File: config.mk
export PLATFORM = sky130hd
export DESIGN_NAME = frac_mac
export DESIGN_NICKNAME = d
export VERILOG_FILES = /design/src/rtl/frac_mac_pkg.sv /design/src/rtl/frac_mul.sv /design/src/rtl/sat_addsub.sv /design/src/rtl/frac_round.sv /design/src/rtl/frac_mac.sv
export SDC_FILE = /design/constraint.sdc
export NUM_CORES = 1
export LEC_CHECK = 0
export BUFFER_PORTS_ARGS = -buffer_cell sky130_fd_sc_hd__buf_2
export CAP_MARGIN = 20
export CORE_MARGIN = 2
export CORE_UTILIZATION = 45
export DETAILED_ROUTE_END_ITERATION = 8
export GPL_ROUTABILITY_DRIVEN = 0
export PLACE_DENSITY = 0.62
export SYNTH_ARGS = -nofsm -noshare
export SYNTH_HDL_FRONTEND = slang
export SYNTH_HIERARCHICAL = 1
export SYNTH_SLANG_ARGS = --single-unit
export TNS_END_PERCENT = 50
File: constraint.sdc
create_clock -name clk_i -period 7.2 [get_ports clk_i]
set_input_delay 1.44 -clock clk_i [delete_from_list [all_inputs] [get_ports clk_i]]
set_output_delay 1.44 -clock clk_i [all_outputs]
set_load 0.02 [all_outputs]
File: src/rtl/frac_mac_pkg.sv
package frac_mac_pkg;
  typedef enum logic [2:0] {
    OP_MUL  = 3'b000,
    OP_MAC  = 3'b001,
    OP_MSU  = 3'b010,
    OP_CLR  = 3'b011,
    OP_LOAD = 3'b100
  } mac_op_e;
endpackage

File: src/rtl/frac_mul.sv
module frac_mul #(
  parameter int DATA_W = 16,
  localparam int ACC_W = 2 * DATA_W
) (
  input  logic [DATA_W-1:0] a_i,
  input  logic [DATA_W-1:0] b_i,
  output logic [ACC_W-1:0]  prod_o,
  output logic              sat_o
);
  localparam logic [DATA_W-1:0] D_MIN = {1'b1, {(DATA_W-1){1'b0}}};
  localparam logic [ACC_W-1:0]  A_MAX = {1'b0, {(ACC_W-1){1'b1}}};

  logic signed [ACC_W-1:0] raw;

  always_comb begin
    raw = ACC_W'($signed(a_i)) * ACC_W'($signed(b_i));
    // only -1 * -1 leaves the range after the doubling shift
    sat_o  = (a_i == D_MIN) && (b_i == D_MIN);
    prod_o = sat_o ? A_MAX : {raw[ACC_W-2:0], 1'b0};
  end
endmodule

File: src/rtl/sat_addsub.sv
module sat_addsub #(
  parameter int W = 32
) (
  input  logic [W-1:0] x_i,
  input  logic [W-1:0] y_i,
  input  logic         sub_i,
  output logic [W-1:0] sum_o,
  output logic         sat_o
);
  localparam logic [W-1:0] S_MAX = {1'b0, {(W-1){1'b1}}};
  localparam logic [W-1:0] S_MIN = {1'b1, {(W-1){1'b0}}};

  logic [W:0] ext;

  always_comb begin
    if (sub_i) ext = {x_i[W-1], x_i} - {y_i[W-1], y_i};
    else       ext = {x_i[W-1], x_i} + {y_i[W-1], y_i};
    // guard bit disagreeing with sign bit means the true result left the range
    sat_o = ext[W] ^ ext[W-1];
    if (!sat_o)      sum_o = ext[W-1:0];
    else if (ext[W]) sum_o = S_MIN;
    else             sum_o = S_MAX;
  end
endmodule

File: src/rtl/frac_round.sv
module frac_round #(
  parameter int DATA_W = 16,
  localparam int ACC_W = 2 * DATA_W
) (
  input  logic [ACC_W-1:0]  acc_i,
  input  logic              en_i,
  output logic [DATA_W-1:0] res_o,
  output logic              sat_o
);
  localparam logic [ACC_W-1:0] HALF = {{(ACC_W-1){1'b0}}, 1'b1} << (DATA_W-1);

  logic [ACC_W-1:0] rnd_sum;
  logic             rnd_sat;

  sat_addsub #(.W(ACC_W)) i_rnd_add (
    .x_i   (acc_i),
    .y_i   (HALF),
    .sub_i (1'b0),
    .sum_o (rnd_sum),
    .sat_o (rnd_sat)
  );

  always_comb begin
    res_o = en_i ? rnd_sum[ACC_W-1 -: DATA_W] : acc_i[ACC_W-1 -: DATA_W];
    sat_o = en_i & rnd_sat;
  end
endmodule

File: src/rtl/frac_mac.sv
module frac_mac
  import frac_mac_pkg::*;
#(
  parameter int DATA_W = 16,
  localparam int ACC_W = 2 * DATA_W
) (
  input  logic              clk_i,
  input  logic              rst_ni,
  input  logic              valid_i,
  input  logic [2:0]        op_i,
  input  logic [DATA_W-1:0] a_i,
  input  logic [DATA_W-1:0] b_i,
  input  logic [ACC_W-1:0]  load_i,
  input  logic              round_en_i,
  input  logic              clr_flag_i,
  output logic [ACC_W-1:0]  acc_o,
  output logic [DATA_W-1:0] res_o,
  output logic              ovf_o
);
  localparam logic [DATA_W-1:0] D_MIN = {1'b1, {(DATA_W-1){1'b0}}};
  localparam logic [ACC_W-1:0]  A_MAX = {1'b0, {(ACC_W-1){1'b1}}};

  mac_op_e          op;
  logic [ACC_W-1:0] prod, sum, acc_q, acc_nxt;
  logic             mul_sat, add_sat, rnd_sat, event_sat;
  logic [DATA_W-1:0] res_q, res_nxt;
  logic             ovf_q;

  assign op = mac_op_e'(op_i);

  frac_mul #(.DATA_W(DATA_W)) i_mul (
    .a_i    (a_i),
    .b_i    (b_i),
    .prod_o (prod),
    .sat_o  (mul_sat)
  );

  sat_addsub #(.W(ACC_W)) i_acc_add (
    .x_i   (acc_q),
    .y_i   (prod),
    .sub_i (op == OP_MSU),
    .sum_o (sum),
    .sat_o (add_sat)
  );

  always_comb begin
    acc_nxt   = acc_q;
    event_sat = 1'b0;
    unique case (op)
      OP_MUL: begin
        acc_nxt   = prod;
        event_sat = mul_sat;
      end
      OP_MAC, OP_MSU: begin
        acc_nxt   = sum;
        event_sat = mul_sat | add_sat;
      end
      OP_CLR:  acc_nxt = '0;
      OP_LOAD: acc_nxt = load_i;
      default: acc_nxt = acc_q;
    endcase
  end

  frac_round #(.DATA_W(DATA_W)) i_round (
    .acc_i (acc_nxt),
    .en_i  (round_en_i),
    .res_o (res_nxt),
    .sat_o (rnd_sat)
  );

  always_ff @(posedge clk_i or negedge rst_ni) begin
    if (!rst_ni) begin
      acc_q <= '0;
      res_q <= '0;
      ovf_q <= 1'b0;
    end else begin
      if (valid_i) begin
        acc_q <= acc_nxt;
        res_q <= res_nxt;
      end
      // a fresh event outranks a clear at the same edge
      ovf_q <= (ovf_q & ~clr_flag_i) | (valid_i & (event_sat | rnd_sat));
    end
  end

  assign acc_o = acc_q;
  assign res_o = res_q;
  assign ovf_o = ovf_q;

  assert_hold_R10: assert property (@(posedge clk_i) disable iff (!rst_ni)
    !valid_i |=> $stable(acc_o) && $stable(res_o));

  assert_reserved_R10: assert property (@(posedge clk_i) disable iff (!rst_ni)
    valid_i && (op_i > 3'b100) |=> $stable(acc_o));

  assert_clear_R6: assert property (@(posedge clk_i) disable iff (!rst_ni)
    valid_i && (op_i == OP_CLR) |=> (acc_o == '0) && (res_o == '0));

  assert_load_R7: assert property (@(posedge clk_i) disable iff (!rst_ni)
    valid_i && (op_i == OP_LOAD) |=> acc_o == $past(load_i));

  assert_min_square_R3: assert property (@(posedge clk_i) disable iff (!rst_ni)
    valid_i && (op_i == OP_MUL) && (a_i == D_MIN) && (b_i == D_MIN)
    |=> (acc_o == A_MAX) && ovf_o);

  assert_sticky_R9: assert property (@(posedge clk_i) disable iff (!rst_ni)
    ovf_o && !clr_flag_i |=> ovf_o);

  assert_flag_clear_R9: assert property (@(posedge clk_i) disable iff (!rst_ni)
    clr_flag_i && !valid_i |=> !ovf_o);
endmodule

==> metrics <==
outcome complete, but fails checks; failing checks setup timing; biggest cell delay along the critical path 540 ps; Top-Level Pins 121; Max Buffers Root-to-Sink 2; placeable core region 0.0419 mm²; endpoint arrival time on the critical path 12980 ps; non-filler instance count after layout 3552; number of antenna violations at the first check in global routing 0; Row Count 75; total vias in the final route 19400; Initial Util 45.6%; total count of hold-check failures in the final report 0; input/output buffers 120; number of nets with antenna violations after routing 0; net count reported at finish 3488; clock sink count 49; TritonCTS clock tree built; post-CTS clock slew at the launch and capture registers of the worst setup and hold paths 70 ps; Tightest Hold Check Type flip-flop to flip-flop; most used cells in the layout excluding fill and tap cells sky130_fd_sc_hd__buf_4, sky130_fd_sc_hd__inv_1, sky130_fd_sc_hd__fa_1; kind of critical path input pin to flip-flop; most congested layer reported by global routing met2; DP Cell Count 3456; height of the die 210 µm; library cell contributing the largest single delay on the critical path sky130_fd_sc_hd__fa_1; final worst path period need 12790 ps; synth-to-layout area growth 36.7%; kind of launch point of the worst setup path input pin; kind of end point of the critical path flip-flop; remaining global-route overflow 0; Final Setup Violations 49; GR Layer Usage met2 50.5%; Total Routing Usage GR 28.9%; most common cell after layout, fill and taps aside sky130_fd_sc_hd__buf_4; wire length of the first global-routing pass 103000 µm; GR Util met3 2.86%; number of cells produced by synthesis 2337; GR Layer Usage met1 36.5%; RSZ-0062 raised after global routing yes; diode count 0; transition at the pin with the smallest max-transition slack 837 ps; final worst clock skew 11.5 ps; number of synthesis warnings 6; worst slew margin relative to its limit 42.8%; number of vias per cell 5.47; detailed-placement wirelength estimate 52100 µm; die area 0.0441 mm²; pin count of the biggest net entering global routing 73; number of global-route vias before repair 20000; detailed-route wire length 63900 µm; final period utilization 178%; Slew Limit Fails 0; Clock Tree Root sky130_fd_sc_hd__clkbuf_16; CP Data Required Time 7380 ps; First DRT Iteration DRCs 1622; DRC errors left 0; number of detailed-route iterations in the first pass 8; fin worst setup slack -5590 ps; critical-path maximum fanout 6; Cell Area, Synth 0.0191 mm²; number of H-tree branching levels 2; average wire length per cell after detail routing 18.0 µm; clock network latency to the later pin of the worst-skew pair 300 ps; CP most frequent cell sky130_fd_sc_hd__fa_1; fraction of layout cells with a size suffix above 1 32.6%; FMAX 0.0782 GHz; Avg Cell Area, Syn 8.18 µm²; chip width 210 µm; # Max-Cap Violations 0; number of buffers inserted for hold repair after clock tree synthesis 0; TritonCTS buffer count 5
## layer usage
| metal | share of wire [%] | up-vias |
|---|---|---|
| met5 | 0 | - |
| met4 | 4.8 | 0 |
| met3 | 6.6 | 169 |
| met2 | 48 | 799 |
| met1 | 41 | 9426 |
| li1 | - | 9030 |
## state kept, by name, summed over array words and instances, names as in the netlist
name and cells:
ovf_o 1, res_o 16, acc_o 32
## per-stage QoR
stage	hold WS (ps)	TNS (ps)	setup WS, ps	utilization, %	cell area (µm²)
detailed placement	491	-211900	-6030	57.8	24300
finish	505	-193360	-5590	62.3	26100
CTS	512	-181570	-5350	61.2	25700
global route	524	-210660	-6020	62.3	26100
global placement	488	-204860	-5840	57.8	24300
floorplan	636	-186360	-5290	-	20000
## repair_timing
item                                    4_1_cts  5_1_grt
pin swaps                                   103       62
endpoints found under the setup margin       49       49
buffers inserted                             75       23
gates cloned                                  1        1
resized for setup                           179       67
## critical path: cells and delay by family
family	cells	cell delay (ps)
xor gates and xnor gates	4	730
buffers and inverters	8	790
AOI/OAI and AO/OA	19	3630
and+or+nand+nor	8	1830
muxes	3	660
adders and majority gates	10	3900
## layout make-up
type,count,area [µm²]
fill,3562,15800
inverter,353,1330
timing repair buffer,687,5150
multi-input combinational,1916,17600
sequential,49,1230
clock buffer,5,125
clock inverter,3,17.5
tap,539,674
## worst paths after layout
check,startpoint,to,cells after the start,slack [ps]
max in group asynchronous,rst_ni,res_o[11],2,5460
hold reg to reg,res_o[7],res_o[7],1,510
hold / removal,res_o[7],res_o[7],1,510
setup reg to reg,acc_o[0],res_o[13],32,580
min in group asynchronous,rst_ni,acc_o[16],2,1280
setup / recovery,b_i[4],res_o[13],52,-5590
Power is left out: the tool's default activity adds up to more than one toggle a clock period on the data nets, which glitch-free logic cannot reach.
